$ cat config.mk
export PLATFORM = sky130hd
export DESIGN_NAME = wavefmt_seq
export DESIGN_NICKNAME = d
export VERILOG_FILES = /design/src/rtl/wavefmt_pkg.sv /design/src/rtl/wavefmt_ram.sv /design/src/rtl/wavefmt_regs.sv /design/src/rtl/wavefmt_engine.sv /design/src/rtl/wavefmt_seq.sv
export SDC_FILE = /design/constraint.sdc
export NUM_CORES = 2
export LEC_CHECK = 0
export BUFFER_PORTS_ARGS = -buffer_cell sky130_fd_sc_hd__buf_2
export CAP_MARGIN = 20
export CORE_UTILIZATION = 35
export DETAILED_ROUTE_END_ITERATION = 12
export PLACE_DENSITY = 0.56
export SLEW_MARGIN = 20
export SYNTH_ARGS = -nofsm -noshare
export SYNTH_HDL_FRONTEND = slang
export SYNTH_HIERARCHICAL = 1
export SYNTH_SLANG_ARGS = --single-unit
$ cat constraint.sdc
create_clock -name clk -period 5.83 [get_ports clk]
set_input_delay 0.583 -clock clk [delete_from_list [all_inputs] [get_ports clk]]
set_output_delay 0.583 -clock clk [all_outputs]
set_load 0.05 [all_outputs]
$ cat src/rtl/wavefmt_pkg.sv
package wavefmt_pkg;

  typedef enum logic [1:0] {
    MODE_NORMAL = 2'd0,
    MODE_WRAM   = 2'd1,
    MODE_RRAM   = 2'd2,
    MODE_RUN    = 2'd3
  } seq_mode_e;

  localparam int WORD_W   = 32;
  localparam int B_CS_HI  = 31;
  localparam int B_WE_HI  = 27;
  localparam int B_OE_A   = 17;
  localparam int B_OE_B   = 16;
  localparam int B_WAIT   = 12;
  localparam int B_REP_HI = 9;
  localparam int B_REP_LO = 8;
  localparam int B_LOOP   = 7;
  localparam int B_ACK    = 2;
  localparam int B_LAST   = 0;
  localparam int REP_W    = B_REP_HI - B_REP_LO + 1;

  // mode register field positions
  localparam int MF_MODE_LSB = 28;
  localparam int MF_RDC_LSB  = 20;
  localparam int MF_WRC_LSB  = 16;

  localparam logic [WORD_W-1:0] IDLE_WORD = 32'hFFF3_0001;

endpackage

$ cat src/rtl/wavefmt_ram.sv
module wavefmt_ram
  import wavefmt_pkg::*;
#(
  parameter int DEPTH  = 64,
  parameter int ADDR_W = $clog2(DEPTH)
) (
  input  logic              clk,
  input  logic              rst_n,
  input  logic              wr_en,
  input  logic [ADDR_W-1:0] waddr,
  input  logic [WORD_W-1:0] wdata,
  input  logic [ADDR_W-1:0] raddr_exec,
  input  logic [ADDR_W-1:0] raddr_host,
  output logic [WORD_W-1:0] rdata_exec,
  output logic [WORD_W-1:0] rdata_host
);

  logic [WORD_W-1:0] mem_q [DEPTH];

  always_ff @(posedge clk or negedge rst_n) begin
    if (!rst_n) begin
      for (int i = 0; i < DEPTH; i++) mem_q[i] <= IDLE_WORD;
    end else if (wr_en) begin
      mem_q[waddr] <= wdata;
    end
  end

  assign rdata_exec = mem_q[raddr_exec];
  assign rdata_host = mem_q[raddr_host];

endmodule

$ cat src/rtl/wavefmt_regs.sv
module wavefmt_regs
  import wavefmt_pkg::*;
#(
  parameter int ADDR_W = 6,
  parameter int CNT_W  = 4
) (
  input  logic              clk,
  input  logic              rst_n,
  input  logic              host_wr,
  input  logic              host_sel,
  input  logic [WORD_W-1:0] host_wdata,
  input  logic              addr_inc,
  input  logic              data_load,
  input  logic [WORD_W-1:0] data_in,
  output seq_mode_e         mode,
  output logic [ADDR_W-1:0] addr,
  output logic [CNT_W-1:0]  rd_cnt,
  output logic [CNT_W-1:0]  wr_cnt,
  output logic [WORD_W-1:0] mode_word,
  output logic [WORD_W-1:0] data_word
);

  seq_mode_e         mode_q, mode_d;
  logic [ADDR_W-1:0] addr_q, addr_d;
  logic [CNT_W-1:0]  rdc_q, rdc_d, wrc_q, wrc_d;
  logic [WORD_W-1:0] data_q, data_d;
  logic              mode_en, data_en;

  assign mode_en = host_wr & ~host_sel;
  assign data_en = (host_wr & host_sel) | data_load;

  always_comb begin
    mode_d = mode_q;
    addr_d = addr_q;
    rdc_d  = rdc_q;
    wrc_d  = wrc_q;
    if (mode_en) begin
      mode_d = seq_mode_e'(host_wdata[MF_MODE_LSB +: 2]);
      addr_d = host_wdata[ADDR_W-1:0];
      rdc_d  = host_wdata[MF_RDC_LSB +: CNT_W];
      wrc_d  = host_wdata[MF_WRC_LSB +: CNT_W];
    end else if (addr_inc) begin
      addr_d = addr_q + 1'b1;
    end
    data_d = (host_wr & host_sel) ? host_wdata : data_in;
  end

  always_ff @(posedge clk or negedge rst_n) begin
    if (!rst_n) begin
      mode_q <= MODE_NORMAL;
      addr_q <= '0;
      rdc_q  <= '0;
      wrc_q  <= '0;
    end else if (mode_en | addr_inc) begin
      mode_q <= mode_d;
      addr_q <= addr_d;
      rdc_q  <= rdc_d;
      wrc_q  <= wrc_d;
    end
  end

  always_ff @(posedge clk or negedge rst_n) begin
    if (!rst_n)       data_q <= '0;
    else if (data_en) data_q <= data_d;
  end

  always_comb begin
    mode_word = '0;
    mode_word[MF_MODE_LSB +: 2]    = mode_q;
    mode_word[MF_RDC_LSB +: CNT_W] = rdc_q;
    mode_word[MF_WRC_LSB +: CNT_W] = wrc_q;
    mode_word[ADDR_W-1:0]          = addr_q;
  end

  assign mode      = mode_q;
  assign addr      = addr_q;
  assign rd_cnt    = rdc_q;
  assign wr_cnt    = wrc_q;
  assign data_word = data_q;

endmodule

$ cat src/rtl/wavefmt_engine.sv
module wavefmt_engine
  import wavefmt_pkg::*;
#(
  parameter int ADDR_W = 6,
  parameter int CNT_W  = 4
) (
  input  logic              clk,
  input  logic              rst_n,
  input  logic              start,
  input  logic [ADDR_W-1:0] start_pc,
  input  logic [CNT_W-1:0]  start_cnt,
  input  logic [WORD_W-1:0] word,
  input  logic              rdy,
  output logic              busy,
  output logic [ADDR_W-1:0] pc,
  output logic [3:0]        cs_n,
  output logic [3:0]        we_n,
  output logic [3:0]        oe_n,
  output logic              ack
);

  logic              busy_q, busy_d;
  logic [ADDR_W-1:0] pc_q, pc_d, lps_q, lps_d;
  logic [REP_W-1:0]  rep_q, rep_d;
  logic              lpo_q, lpo_d;
  logic [CNT_W-1:0]  lpl_q, lpl_d, lpc_q, lpc_d;
  logic              stall, word_done;
  logic              unused_bits;

  assign unused_bits = ^{word[23:18], word[15:13], word[11:10], word[6:3], word[1]};
  assign stall     = word[B_WAIT] & ~rdy;
  assign word_done = ~stall & (rep_q == word[B_REP_HI:B_REP_LO]);

  always_comb begin
    busy_d = busy_q;
    pc_d   = pc_q;
    rep_d  = rep_q;
    lpo_d  = lpo_q;
    lps_d  = lps_q;
    lpl_d  = lpl_q;
    lpc_d  = lpc_q;
    if (!busy_q) begin
      if (start) begin
        busy_d = 1'b1;
        pc_d   = start_pc;
        rep_d  = '0;
        lpo_d  = 1'b0;
        lpc_d  = start_cnt;
      end
    end else if (!stall) begin
      if (!word_done) begin
        rep_d = rep_q + 1'b1;
      end else begin
        rep_d = '0;
        if (word[B_LAST]) begin
          busy_d = 1'b0;
        end else if (word[B_LOOP]) begin
          if (!lpo_q) begin
            lpo_d = 1'b1;
            lps_d = pc_q;
            lpl_d = (lpc_q == '0) ? '0 : lpc_q - 1'b1;
            pc_d  = pc_q + 1'b1;
          end else if (pc_q == lps_q) begin
            pc_d = pc_q + 1'b1;
          end else if (lpl_q != '0) begin
            lpl_d = lpl_q - 1'b1;
            pc_d  = lps_q;
          end else begin
            lpo_d = 1'b0;
            pc_d  = pc_q + 1'b1;
          end
        end else begin
          pc_d = pc_q + 1'b1;
        end
      end
    end
  end

  always_ff @(posedge clk or negedge rst_n) begin
    if (!rst_n) begin
      busy_q <= 1'b0;
      pc_q   <= '0;
      rep_q  <= '0;
      lpo_q  <= 1'b0;
      lps_q  <= '0;
      lpl_q  <= '0;
      lpc_q  <= '0;
    end else if (busy_q | start) begin
      busy_q <= busy_d;
      pc_q   <= pc_d;
      rep_q  <= rep_d;
      lpo_q  <= lpo_d;
      lps_q  <= lps_d;
      lpl_q  <= lpl_d;
      lpc_q  <= lpc_d;
    end
  end

  assign busy = busy_q;
  assign pc   = pc_q;
  assign cs_n = busy_q ? word[B_CS_HI -: 4] : 4'hF;
  assign we_n = busy_q ? word[B_WE_HI -: 4] : 4'hF;
  assign oe_n = busy_q ? {word[B_OE_A], word[B_OE_A], word[B_OE_B], word[B_OE_B]} : 4'hF;
  assign ack  = busy_q & word[B_ACK] & ~stall;

endmodule

$ cat src/rtl/wavefmt_seq.sv
module wavefmt_seq
  import wavefmt_pkg::*;
#(
  parameter int RAM_DEPTH   = 64,
  parameter int CNT_W       = 4,
  parameter int READ_ENTRY  = 0,
  parameter int WRITE_ENTRY = 24
) (
  input  logic        clk,
  input  logic        rst_n,
  input  logic        host_wr,
  input  logic        host_sel,
  input  logic [31:0] host_wdata,
  output logic [31:0] host_rdata,
  input  logic        acc_req,
  input  logic        acc_write,
  input  logic        bus_rdy,
  output logic [3:0]  cs_n,
  output logic [3:0]  we_n,
  output logic [3:0]  oe_n,
  output logic        xfer_ack,
  output logic        busy
);

  localparam int ADDR_W = $clog2(RAM_DEPTH);

  seq_mode_e         mode_q;
  logic [ADDR_W-1:0] addr_q, pc;
  logic [CNT_W-1:0]  rd_cnt, wr_cnt, start_cnt;
  logic [WORD_W-1:0] mode_word, data_word, exec_word, host_word;
  logic [ADDR_W-1:0] start_pc;
  logic              idle_req, ram_wr, ram_rd, start;

  assign idle_req = acc_req & ~busy;
  assign ram_wr   = idle_req & (mode_q == MODE_WRAM);
  assign ram_rd   = idle_req & (mode_q == MODE_RRAM);
  assign start    = idle_req & ((mode_q == MODE_NORMAL) | (mode_q == MODE_RUN));

  always_comb begin
    if (mode_q == MODE_RUN) begin
      start_pc  = addr_q;
      start_cnt = rd_cnt;
    end else if (acc_write) begin
      start_pc  = ADDR_W'(WRITE_ENTRY);
      start_cnt = wr_cnt;
    end else begin
      start_pc  = ADDR_W'(READ_ENTRY);
      start_cnt = rd_cnt;
    end
  end

  wavefmt_regs #(.ADDR_W(ADDR_W), .CNT_W(CNT_W)) u_regs (
    .clk(clk), .rst_n(rst_n), .host_wr(host_wr), .host_sel(host_sel),
    .host_wdata(host_wdata), .addr_inc(ram_wr | ram_rd), .data_load(ram_rd),
    .data_in(host_word), .mode(mode_q), .addr(addr_q), .rd_cnt(rd_cnt),
    .wr_cnt(wr_cnt), .mode_word(mode_word), .data_word(data_word)
  );

  wavefmt_ram #(.DEPTH(RAM_DEPTH), .ADDR_W(ADDR_W)) u_ram (
    .clk(clk), .rst_n(rst_n), .wr_en(ram_wr), .waddr(addr_q), .wdata(data_word),
    .raddr_exec(pc), .raddr_host(addr_q), .rdata_exec(exec_word), .rdata_host(host_word)
  );

  wavefmt_engine #(.ADDR_W(ADDR_W), .CNT_W(CNT_W)) u_eng (
    .clk(clk), .rst_n(rst_n), .start(start), .start_pc(start_pc),
    .start_cnt(start_cnt), .word(exec_word), .rdy(bus_rdy), .busy(busy),
    .pc(pc), .cs_n(cs_n), .we_n(we_n), .oe_n(oe_n), .ack(xfer_ack)
  );

  assign host_rdata = host_sel ? data_word : mode_word;

endmodule

==> flow_metrics.env <==
export IMPL_status="finished, final reports clean"
export IMPL_grt_max_degree=181
export IMPL_nets=6796
export IMPL_period_needed_ps=5480
export IMPL_p_per_area_nw_per_um2=382
export IMPL_slew_violations=0
export IMPL_power_leakage_uw=0.0511
export IMPL_grt_pass1_vias=68300
export IMPL_intPower_uw=29600
export IMPL_hold_viol_final=0
export IMPL_drtPass1Iterations=6
export IMPL_post_route_period_util_pct=94.0
export IMPL_crit_path_max_fanout=34
export IMPL_gp_congestion=0.893
export IMPL_h_tree_depth=4
export IMPL_fin_worst_skew_ps=53.9
export IMPL_core_area_um2=303000
export IMPL_r2r_start="u_eng/pc[0]$_DFFE_PN0P_"
export IMPL_wl_per_cell_um=32.4
export IMPL_rows=202
export IMPL_synthesis_area_um2=107000
export IMPL_drt_iter0_drc=5537
export IMPL_viasPerCell=5.91
export IMPL_io_pin_count=85
export IMPL_regToRegSetupSlack_ps=1190
export IMPL_final_cells=10900
export IMPL_drtAntennaViolNets=0
export IMPL_holdCritStartpoint="host_wdata[6]"
export IMPL_wl_um=354000
export IMPL_cp_start_kind="register"
export IMPL_yosysWarningCount=6
export IMPL_grt_ovfl_total=0
export IMPL_r2r_cells=10
export IMPL_finalPower_uw=45600
export IMPL_crit_type="reg2out"
export IMPL_whs_ps=60.2
export IMPL_whs_endpoint="u_regs/data_word[6]$_DFFE_PN0P_"
export IMPL_worstSkewPairLatency_ps=890
export IMPL_setup_tns_final_ps=0
export IMPL_r2r_end="u_eng/lps_q[5]$_DFFE_PN0P_"
export IMPL_vias=64600
export IMPL_mostFrequentLayoutCell="mux2_2"
export IMPL_die_h_um=554
export IMPL_setup_viol=0
export IMPL_drive_gt1_share_pct=67.8
export IMPL_rsz0062_at_grt="false"
export IMPL_grt_pass1_wl_um=514000
export IMPL_p_clk_share_pct=32.0
export IMPL_port_buffers=84
export IMPL_hold_path_cell_count=3
export IMPL_drcViolationCount=0
export IMPL_root_buffer="clkbuf_16"
export IMPL_dp_cells=10500
export IMPL_die_area_um2=307000
export IMPL_crit_path_end_kind="output pin"
export IMPL_fmax_mhz=182
export IMPL_grt_util_all_layers_pct=23.0
export IMPL_cts_tree="done"
export IMPL_start_util_pct=35.2
export IMPL_ir_drop_uv=290
export IMPL_p_sw_uw=16000
export IMPL_dp_hpwl_um=223000
export IMPL_crit_required_ps=5250
export IMPL_cts_max_path_buffers=3
export IMPL_area_delta_synth_final_pct=11.9
export IMPL_fp_dieW_um=554
export IMPL_p_comb_share_pct=29.5
export IMPL_numCtsBuffers=227
export IMPL_critical_path_arrival_ps=4900
export IMPL_drv_cap=0
export IMPL_layout_common_cells="2,059 x mux2_2, 1,118 x dfrtp_1, 960 x dfstp_2"
export IMPL_worst_pin_slew_ps=1200
export IMPL_antenna_found_initial=16
export IMPL_p_sw_share_pct=35.2
export IMPL_avgSynthCellArea_um2=15.4
export IMPL_hp_class="in2reg"
export IMPL_slew_limit_headroom_pct=19.8
export IMPL_clk_pin_slew_ps=60
export IMPL_seq_power_share_pct=38.5
export IMPL_synthCells=6915
export IMPL_clock_sinks=2120
## area by class of cell
cell class	count	area, um2
Inverter	7	26.3
Multi-Input combinational cell	3972	48900
Sequential cell	2120	54300
Tap cell	3978	4980
Clock inverter	68	661
Antenna cell	4	10.0
Timing Repair Buffer	421	3640
Clock buffer	366	6920
Fill cell	27900	184000
## critical path, stage by stage (launching register included)
cell,delay (ps)
dfrtp_4,800
buf_4,510
buf_4,510
mux4_2,370
mux2i_1,520
a21oi_1,200
nor2_1,450
a221oi_1,150
nand2b_1,210
buf_2,230
## repair_timing
action / CTS / global route
gates resized for setup: 1 / 0
setup buffers: 0 / 0
hold buffers: 29 / 0
setup endpoints to repair: 2 / 0
endpoints found under the hold margin: 128 / 0
## stage by stage
stage	utilization, %	cell area, um2	setup slack, ps
CTS	39.4	119000	268
detailed placement	36.8	112000	886
floorplan	-	107000	2420
global placement	36.8	112000	834
global route	39.4	119000	286
finish	39.4	119000	350
## layer usage
metal / up-vias / wire [um] / global-route usage [%] / share of wire (%)
li1: 25900 / - / - / -
met1: 35800 / 151000 / 31.3 / 43
met2: 2281 / 161000 / 35.3 / 45
met3: 661 / 25600 / 5.36 / 7.2
met4: 12 / 16000 / 9.33 / 4.5
met5: - / 72 / 0 / 0.020
## how the worst max path moves through the flow
stage                             from                    endpoint  cells past startpoint
2_1_floorplan  u_eng/pc[0]$_DFFE_PN0P_  u_eng/lps_q[0]$_DFFE_PN0P_                     12
3_3_place_gp   u_eng/pc[2]$_DFFE_PN0P_                     oe_n[2]                      8
3_5_place_dp   u_eng/pc[2]$_DFFE_PN0P_                     oe_n[3]                      8
4_1_cts        u_eng/pc[2]$_DFFE_PN0P_                     oe_n[3]                      8
5_1_grt        u_eng/pc[1]$_DFFE_PN0P_                     cs_n[2]                      9
6_report       u_eng/pc[1]$_DFFE_PN0P_                     cs_n[2]                      9
## power by group through the flow
stage,Combinational (uW),Sequential [uW],Clock [uW]
floorplan,9170,16900,0
global placement,13300,17700,0
CTS,13500,17500,14900
detailed placement,13400,17800,0
global route,14000,17700,15500
finish,13400,17600,14600
## state kept, by name (all words and copies together) (netlist names), 6 cells and up
signal and count:
u_ram/mem_q 2048, u_regs/data_word 32, u_eng/lps_q 6, u_eng/pc 6
u_regs/addr 6
(Power assumes the default switching activity.)
